**config.mk**
```make
export PLATFORM = sky130hd
export DESIGN_NAME = rx_depth_fifo
export DESIGN_NICKNAME = d
export VERILOG_FILES = /design/src/rtl/rx_depth_fifo_pkg.sv /design/src/rtl/rxq_ctrl.sv /design/src/rtl/rxq_store.sv /design/src/rtl/rxq_status.sv /design/src/rtl/rx_depth_fifo.sv
export SDC_FILE = /design/constraint.sdc
export NUM_CORES = 1
export LEC_CHECK = 0
export ABC_AREA = 1
export ABC_CLOCK_PERIOD_IN_PS = 6200
export BUFFER_PORTS_ARGS = -buffer_cell sky130_fd_sc_hd__buf_2
export CORE_ASPECT_RATIO = 1.25
export CORE_UTILIZATION = 40
export CTS_CLUSTER_DIAMETER = 30
export DETAILED_ROUTE_END_ITERATION = 7
export GPL_TIMING_DRIVEN = 0
export PLACE_DENSITY = 0.66
export SETUP_SLACK_MARGIN = 0.15
export SLEW_MARGIN = 20
export SYNTH_ARGS = -nofsm -noshare
export SYNTH_HDL_FRONTEND = slang
export SYNTH_SLANG_ARGS = --single-unit
```
**constraint.sdc**
```tcl
create_clock -name clk_i -period 6.2 [get_ports clk_i]
set_clock_uncertainty 0.15 [all_clocks]
set_input_delay 0.93 -clock clk_i [delete_from_list [all_inputs] [get_ports clk_i]]
set_output_delay 0.93 -clock clk_i [all_outputs]
set_load 0.02 [all_outputs]
```
**src/rtl/rx_depth_fifo_pkg.sv**
```systemverilog
`timescale 1ns/1ps
package rx_depth_fifo_pkg;
  localparam int unsigned CTL_W       = 8;
  localparam int unsigned CTL_EN_BIT  = 0;
  localparam int unsigned CTL_CLR_BIT = 1;
  localparam logic [CTL_W-1:0] CTL_KEEP_MASK = 8'hC9;
endpackage

```
**src/rtl/rxq_ctrl.sv**
```systemverilog
`timescale 1ns/1ps
module rxq_ctrl
  import rx_depth_fifo_pkg::*;
(
  input  logic             clk_i,
  input  logic             rst_ni,
  input  logic             wr_i,
  input  logic [CTL_W-1:0] wdata_i,
  output logic [CTL_W-1:0] ctl_o,
  output logic             flush_o,
  output logic             deep_o
);
  logic [CTL_W-1:0] ctl_q;
  logic mode_flip, clr_req;

  assign mode_flip = wdata_i[CTL_EN_BIT] ^ ctl_q[CTL_EN_BIT];
  assign clr_req   = wdata_i[CTL_EN_BIT] & wdata_i[CTL_CLR_BIT];
  assign flush_o   = wr_i & (mode_flip | clr_req);
  assign deep_o    = ctl_q[CTL_EN_BIT];
  assign ctl_o     = ctl_q;

  always_ff @(posedge clk_i or negedge rst_ni) begin
    if (!rst_ni) ctl_q <= '0;
    else if (wr_i) ctl_q <= wdata_i[CTL_EN_BIT] ? (wdata_i & CTL_KEEP_MASK) : '0;
  end

  assert_off_zero_R4: assert property (@(posedge clk_i) disable iff (!rst_ni)
    (wr_i && !wdata_i[CTL_EN_BIT]) |=> (ctl_o == '0));
  assert_keep_mask_R5: assert property (@(posedge clk_i) disable iff (!rst_ni)
    (wr_i && wdata_i[CTL_EN_BIT]) |=> (((ctl_o & ~CTL_KEEP_MASK) == '0) && ctl_o[CTL_EN_BIT]));
  assert_ctl_hold_R5: assert property (@(posedge clk_i) disable iff (!rst_ni)
    !wr_i |=> $stable(ctl_o));
endmodule

```
**src/rtl/rxq_store.sv**
```systemverilog
`timescale 1ns/1ps
module rxq_store #(
  parameter int unsigned DATA_W       = 8,
  parameter int unsigned MAX_DEPTH    = 16,
  parameter int unsigned LEGACY_DEPTH = 1,
  parameter logic [DATA_W-1:0] EMPTY_FILL = '1,
  localparam int unsigned PTR_W = (MAX_DEPTH > 1) ? $clog2(MAX_DEPTH) : 1,
  localparam int unsigned CNT_W = $clog2(MAX_DEPTH + 1)
) (
  input  logic              clk_i,
  input  logic              rst_ni,
  input  logic              deep_i,
  input  logic              flush_i,
  input  logic              push_i,
  input  logic [DATA_W-1:0] push_data_i,
  input  logic              pop_i,
  output logic [DATA_W-1:0] rd_data_o,
  output logic [CNT_W-1:0]  count_o,
  output logic              empty_o,
  output logic              drop_o
);
  logic [CNT_W-1:0]  depth, count_q;
  logic [PTR_W-1:0]  last_idx, wptr_q, rptr_q;
  logic [DATA_W-1:0] mem [MAX_DEPTH];
  logic empty, full, do_push, do_pop;

  function automatic logic [PTR_W-1:0] step(input logic [PTR_W-1:0] p,
                                            input logic [PTR_W-1:0] last);
    return (p == last) ? '0 : p + PTR_W'(1);
  endfunction

  assign depth    = deep_i ? CNT_W'(MAX_DEPTH) : CNT_W'(LEGACY_DEPTH);
  assign last_idx = deep_i ? PTR_W'(MAX_DEPTH - 1) : PTR_W'(LEGACY_DEPTH - 1);
  assign empty    = (count_q == '0);
  assign full     = (count_q >= depth);
  assign do_pop   = pop_i & ~empty & ~flush_i;
  // a pop in the same cycle frees the slot the push needs
  assign do_push  = push_i & ~flush_i & (~full | do_pop);
  assign drop_o   = push_i & ~flush_i & full & ~do_pop;

  always_ff @(posedge clk_i or negedge rst_ni) begin
    if (!rst_ni) begin
      wptr_q  <= '0;
      rptr_q  <= '0;
      count_q <= '0;
    end else if (flush_i) begin
      wptr_q  <= '0;
      rptr_q  <= '0;
      count_q <= '0;
    end else begin
      if (do_push) wptr_q <= step(wptr_q, last_idx);
      if (do_pop)  rptr_q <= step(rptr_q, last_idx);
      case ({do_push, do_pop})
        2'b10:   count_q <= count_q + CNT_W'(1);
        2'b01:   count_q <= count_q - CNT_W'(1);
        default: count_q <= count_q;
      endcase
    end
  end

  for (genvar g = 0; g < MAX_DEPTH; g++) begin : g_slot
    logic [DATA_W-1:0] slot_q;
    always_ff @(posedge clk_i) begin
      if (do_push && (wptr_q == PTR_W'(g))) slot_q <= push_data_i;
    end
    assign mem[g] = slot_q;
  end

  assign rd_data_o = empty ? EMPTY_FILL : mem[rptr_q];
  assign count_o   = count_q;
  assign empty_o   = empty;

  assert_count_bound_R6: assert property (@(posedge clk_i) disable iff (!rst_ni)
    count_q <= depth);
  assert_flush_empty_R12: assert property (@(posedge clk_i) disable iff (!rst_ni)
    flush_i |=> (count_q == '0));
  assert_empty_read_R9: assert property (@(posedge clk_i) disable iff (!rst_ni)
    (pop_i && empty && !push_i && !flush_i) |=> ($stable(rptr_q) && (count_q == '0)));
  assert_push_pop_level_R10: assert property (@(posedge clk_i) disable iff (!rst_ni)
    (push_i && pop_i && !empty && !flush_i) |=> $stable(count_q));
  assert_drop_keeps_R2: assert property (@(posedge clk_i) disable iff (!rst_ni)
    drop_o |=> ($stable(wptr_q) && $stable(count_q)));
endmodule

```
**src/rtl/rxq_status.sv**
```systemverilog
`timescale 1ns/1ps
module rxq_status (
  input  logic clk_i,
  input  logic rst_ni,
  input  logic drop_i,
  input  logic lsr_rd_i,
  input  logic empty_i,
  output logic data_ready_o,
  output logic overrun_o
);
  logic ovr_q;

  always_ff @(posedge clk_i or negedge rst_ni) begin
    if (!rst_ni)       ovr_q <= 1'b0;
    else if (drop_i)   ovr_q <= 1'b1;  // new event beats the clearing read
    else if (lsr_rd_i) ovr_q <= 1'b0;
  end

  assign overrun_o    = ovr_q;
  assign data_ready_o = ~empty_i;

  assert_ovr_set_R8: assert property (@(posedge clk_i) disable iff (!rst_ni)
    drop_i |=> overrun_o);
  assert_ovr_clear_R8: assert property (@(posedge clk_i) disable iff (!rst_ni)
    (lsr_rd_i && !drop_i) |=> !overrun_o);
  assert_ovr_sticky_R8: assert property (@(posedge clk_i) disable iff (!rst_ni)
    (overrun_o && !lsr_rd_i) |=> overrun_o);
endmodule

```
**src/rtl/rx_depth_fifo.sv**
```systemverilog
`timescale 1ns/1ps
module rx_depth_fifo
  import rx_depth_fifo_pkg::*;
#(
  parameter int unsigned DATA_W       = 8,
  parameter int unsigned MAX_DEPTH    = 16,
  parameter int unsigned LEGACY_DEPTH = 1,
  localparam int unsigned CNT_W = $clog2(MAX_DEPTH + 1)
) (
  input  logic              clk_i,
  input  logic              rst_ni,
  input  logic              loop_en_i,
  input  logic              rx_valid_i,
  input  logic [DATA_W-1:0] rx_data_i,
  input  logic              tx_wr_i,
  input  logic [DATA_W-1:0] tx_data_i,
  input  logic              ctl_wr_i,
  input  logic [CTL_W-1:0]  ctl_wdata_i,
  input  logic              data_rd_i,
  input  logic              lsr_rd_i,
  output logic [DATA_W-1:0] rd_data_o,
  output logic              data_ready_o,
  output logic              overrun_o,
  output logic [CNT_W-1:0]  count_o,
  output logic [CTL_W-1:0]  ctl_o
);
  logic              flush, deep, push, empty, drop;
  logic [DATA_W-1:0] push_data;

  assign push      = loop_en_i ? tx_wr_i   : rx_valid_i;
  assign push_data = loop_en_i ? tx_data_i : rx_data_i;

  rxq_ctrl u_ctrl (
    .clk_i   (clk_i),
    .rst_ni  (rst_ni),
    .wr_i    (ctl_wr_i),
    .wdata_i (ctl_wdata_i),
    .ctl_o   (ctl_o),
    .flush_o (flush),
    .deep_o  (deep)
  );

  rxq_store #(
    .DATA_W       (DATA_W),
    .MAX_DEPTH    (MAX_DEPTH),
    .LEGACY_DEPTH (LEGACY_DEPTH)
  ) u_store (
    .clk_i       (clk_i),
    .rst_ni      (rst_ni),
    .deep_i      (deep),
    .flush_i     (flush),
    .push_i      (push),
    .push_data_i (push_data),
    .pop_i       (data_rd_i),
    .rd_data_o   (rd_data_o),
    .count_o     (count_o),
    .empty_o     (empty),
    .drop_o      (drop)
  );

  rxq_status u_status (
    .clk_i        (clk_i),
    .rst_ni       (rst_ni),
    .drop_i       (drop),
    .lsr_rd_i     (lsr_rd_i),
    .empty_i      (empty),
    .data_ready_o (data_ready_o),
    .overrun_o    (overrun_o)
  );

  assert_ignored_src_R11: assert property (@(posedge clk_i) disable iff (!rst_ni)
    (!tx_wr_i && !rx_valid_i && !data_rd_i && !ctl_wr_i) |=> $stable(count_o));
endmodule

```
==> impl_metrics.env <==
export IMPL_status="finished clean"
export IMPL_synth_cells=586
export IMPL_worst_slew_pin_slew_ps=905
export IMPL_final_max_slew_viol_count=0
export IMPL_grt_first_pass_wirelength_um=24600
export IMPL_synth_distinct_cells=40
export IMPL_hold_viol=0
export IMPL_synth_commonest_cells="128 x edfxtp_1, 127 x nor2_1, 67 x o21ai_0"
export IMPL_cts_sinks=146
export IMPL_num_antenna_cells=0
export IMPL_routed_wl_um=15600
export IMPL_io_buffers=46
export IMPL_postLayoutSetupSlackWorst_ps=2780
export IMPL_drt_iter0_markers=344
export IMPL_finalNetCount=697
export IMPL_power_density_nw_per_um2=412
export IMPL_worstSetupPathType="flip-flop to output pin"
export IMPL_first_pass_iters=5
export IMPL_routabilityCongestion=0.844
export IMPL_fin_area_um2=7680
export IMPL_dp_slack_ps=3090
export IMPL_setup_viol=0
export IMPL_die_h_um=145
export IMPL_critical_path_cell_chain="buf_2, inv_2, clkbuf_1, nor2_1, o211ai_1, nand3_1, nand3_1, buf_2"
export IMPL_cts_resized=0
export IMPL_reg2reg_to="u_store.g_slot[5].slot_q[0]"
export IMPL_nFillCells=1478
export IMPL_finalCriticalPeriod_ps=3420
export IMPL_clk_latency_ps=420
export IMPL_yosysTopAreaCellShare=0.585
export IMPL_syn_area_per_cell_um2=11.2
export IMPL_vias=4619
export IMPL_ys_seq_area_frac=0.653
export IMPL_min_path_type="primary input to async pin"
export IMPL_grt_pass1_vias=4576
export IMPL_cellLeakagePower_nw=2.93
export IMPL_max_freq_ghz=0.293
export IMPL_crit_path_max_incr_delay_ps=370
export IMPL_grt_max_degree=19
export IMPL_cts_root_buf="clkbuf_16"
export IMPL_rsz0062_at_grt="no"
export IMPL_reg2reg_from="u_ctrl.ctl_o[0]"
export IMPL_vias_per_cell=5.23
export IMPL_slowest_stage="dfrtp_1"
export IMPL_synth_area_leaders="edfxtp_1 58%, nor2_1 7.3%, dfrtp_1 6.9%"
export IMPL_drv_cap=0
export IMPL_cts_hold_buffers=0
export IMPL_critical_path_arrival_ps=2340
export IMPL_path_max_fanout=10
export IMPL_dp_cells=851
export IMPL_drive_gt1_frac=0.184
export IMPL_ir_drop_mv=0.232
export IMPL_endpoint_kind="output pin"
export IMPL_post_cts_buffers=0
export IMPL_reg2reg_depth=11
export IMPL_wl_per_cell_um=17.7
export IMPL_core_um2=16100
export IMPL_numCtsBuffers=17
export IMPL_holdWs_ps=303
export IMPL_fin_setup_tns_ps=0
export IMPL_ioPinCount=55
export IMPL_antenna_found_initial=0
export IMPL_ant_nets=0
export IMPL_synth_most_common_cell="edfxtp_1"
export IMPL_hpwl_um=10800
export IMPL_dieArea_um2=16900
export IMPL_areaGrowthSynthToFinish_pct=16.8
export IMPL_die_w_um=117
export IMPL_crit_path_start_kind="flip-flop"
export IMPL_start_util=0.407
export IMPL_max_slew_margin=0.394
export IMPL_synth_warnings=0
export IMPL_dpl_instance_area_um2=7080
export IMPL_cts_tree="done"
export IMPL_syn_area_um2=6570
export IMPL_reg2reg_slack_ps=3340
export IMPL_async_flop_share=0.123
export IMPL_cts_htree_levels=4
export IMPL_synth_seq_cells=146
export IMPL_overflow=0
export IMPL_synth_flop_cell="edfxtp_1"
export IMPL_path_clk_slew_ps=60
export IMPL_synth_edf_count=128
export IMPL_fin_cells=883
export IMPL_drc=0
export IMPL_grt_usage=0.197
export IMPL_netlist_top_cell_by_area="edfxtp_1"
export IMPL_required_ps=5120
export IMPL_min_period_over_period=0.551
export IMPL_row_count=52
export IMPL_cts_buffer_depth=2
per-stage QoR:
stage | util | power [W]
floorplan | - | 0.00184
global placement | 0.439 | 0.00213
detailed placement | 0.439 | 0.00216
CTS | 0.476 | 0.00317
global route | 0.476 | 0.00332
finish | 0.476 | 0.00317
layout by cell type, fill, tap and decap left out, types with 2 or more instances in the layout:
cell type   count
nand2_1        61
nand2_4         7
nand3_1        36
conb_1          4
edfxtp_1      128
a21oi_1         2
nand4_1         8
inv_1          21
clkbuf_1       13
dfrtp_1        18
o21ai_0        67
nor2_1        127
clkinv_2        3
buf_2          59
ha_1           10
clkbuf_16      17
inv_6           2
o21ai_2         2
inv_4           2
nand3_4         2
xor2_1          2
bufinv_16       3
nand2_2         2
clkinv_4        2
inv_2           2
xnor2_1         2
o211ai_1       32
nor3_1          3
o21ai_1         3
buf_4           9
clkinvlp_4      4
registers in the layout, indices dropped and copies added (netlist names):
name,count
u_store.wptr_q,4
u_store.rptr_q,4
u_store.count_o,5
u_status.overrun_o,1
u_store.g_slot.slot_q,128
u_ctrl.ctl_o,4
worst max-delay path, delay by kind of cell, from the launching register on:
| family | cells | cell delay, ps |
|---|---|---|
| flops | 1 | 370 |
| compound gates | 1 | 310 |
| buf+inv | 4 | 870 |
| simple gates | 3 | 370 |
cell type report:
cell class | instances | area (µm²) | share of cell area
multi-input cells | 381 | 1990 | 0.260
plain buffers | 35 | 183 | 0.0238
flip-flops and latches | 146 | 4290 | 0.559
repair buffers | 46 | 230 | 0.0300
well taps | 216 | 270 | 0.0352
inverters | 27 | 111 | 0.0145
clock inverters | 13 | 161 | 0.0210
clock buffers | 19 | 433 | 0.0564
power by group:
| group | switching, W | total (W) | internal [W] |
|---|---|---|---|
| Sequential | 0.0000384 | 0.00117 | 0.00113 |
| Clock | 0.000394 | 0.00103 | 0.000632 |
| Combinational | 0.000674 | 0.000967 | 0.000294 |
| Total | 0.00111 | 0.00317 | 0.00206 |
logic make-up after synthesis:
kind of cell,share of synthesized area
and+or+nand+nor,0.176
DFF,0.653
AOI/OAI and AO/OA,0.0981
buffers and inverters,0.0447
adders and majority gates,0.0221
xor gates and xnor gates,0.00533
other,0.000571
worst max path at each step:
stage | from | endpoint | slack, ps | cells after the start
after floorplan | loop_en_i | u_store.count_o[4] | 3450 | 17
after global placement | ctl_wdata_i[1] | u_store.g_slot[4].slot_q[3] | 3220 | 9
after detailed placement | ctl_wdata_i[1] | u_store.g_slot[5].slot_q[5] | 3090 | 9
after CTS | u_store.rptr_q[0] | rd_data_o[4] | 2800 | 8
after global routing | u_store.rptr_q[0] | rd_data_o[3] | 2620 | 8
final | u_store.rptr_q[0] | rd_data_o[5] | 2780 | 8
per-layer routing:
metal,up-vias,routed length [µm],global-route usage,part of all wire
li1,2187,-,-,-
met5,-,0,0,0
met2,166,7730,0.317,0.50
met1,2243,6530,0.258,0.42
met3,23,1030,0.0480,0.066
met4,0,316,0.0696,0.020
Power figures use the tool's default switching activity.
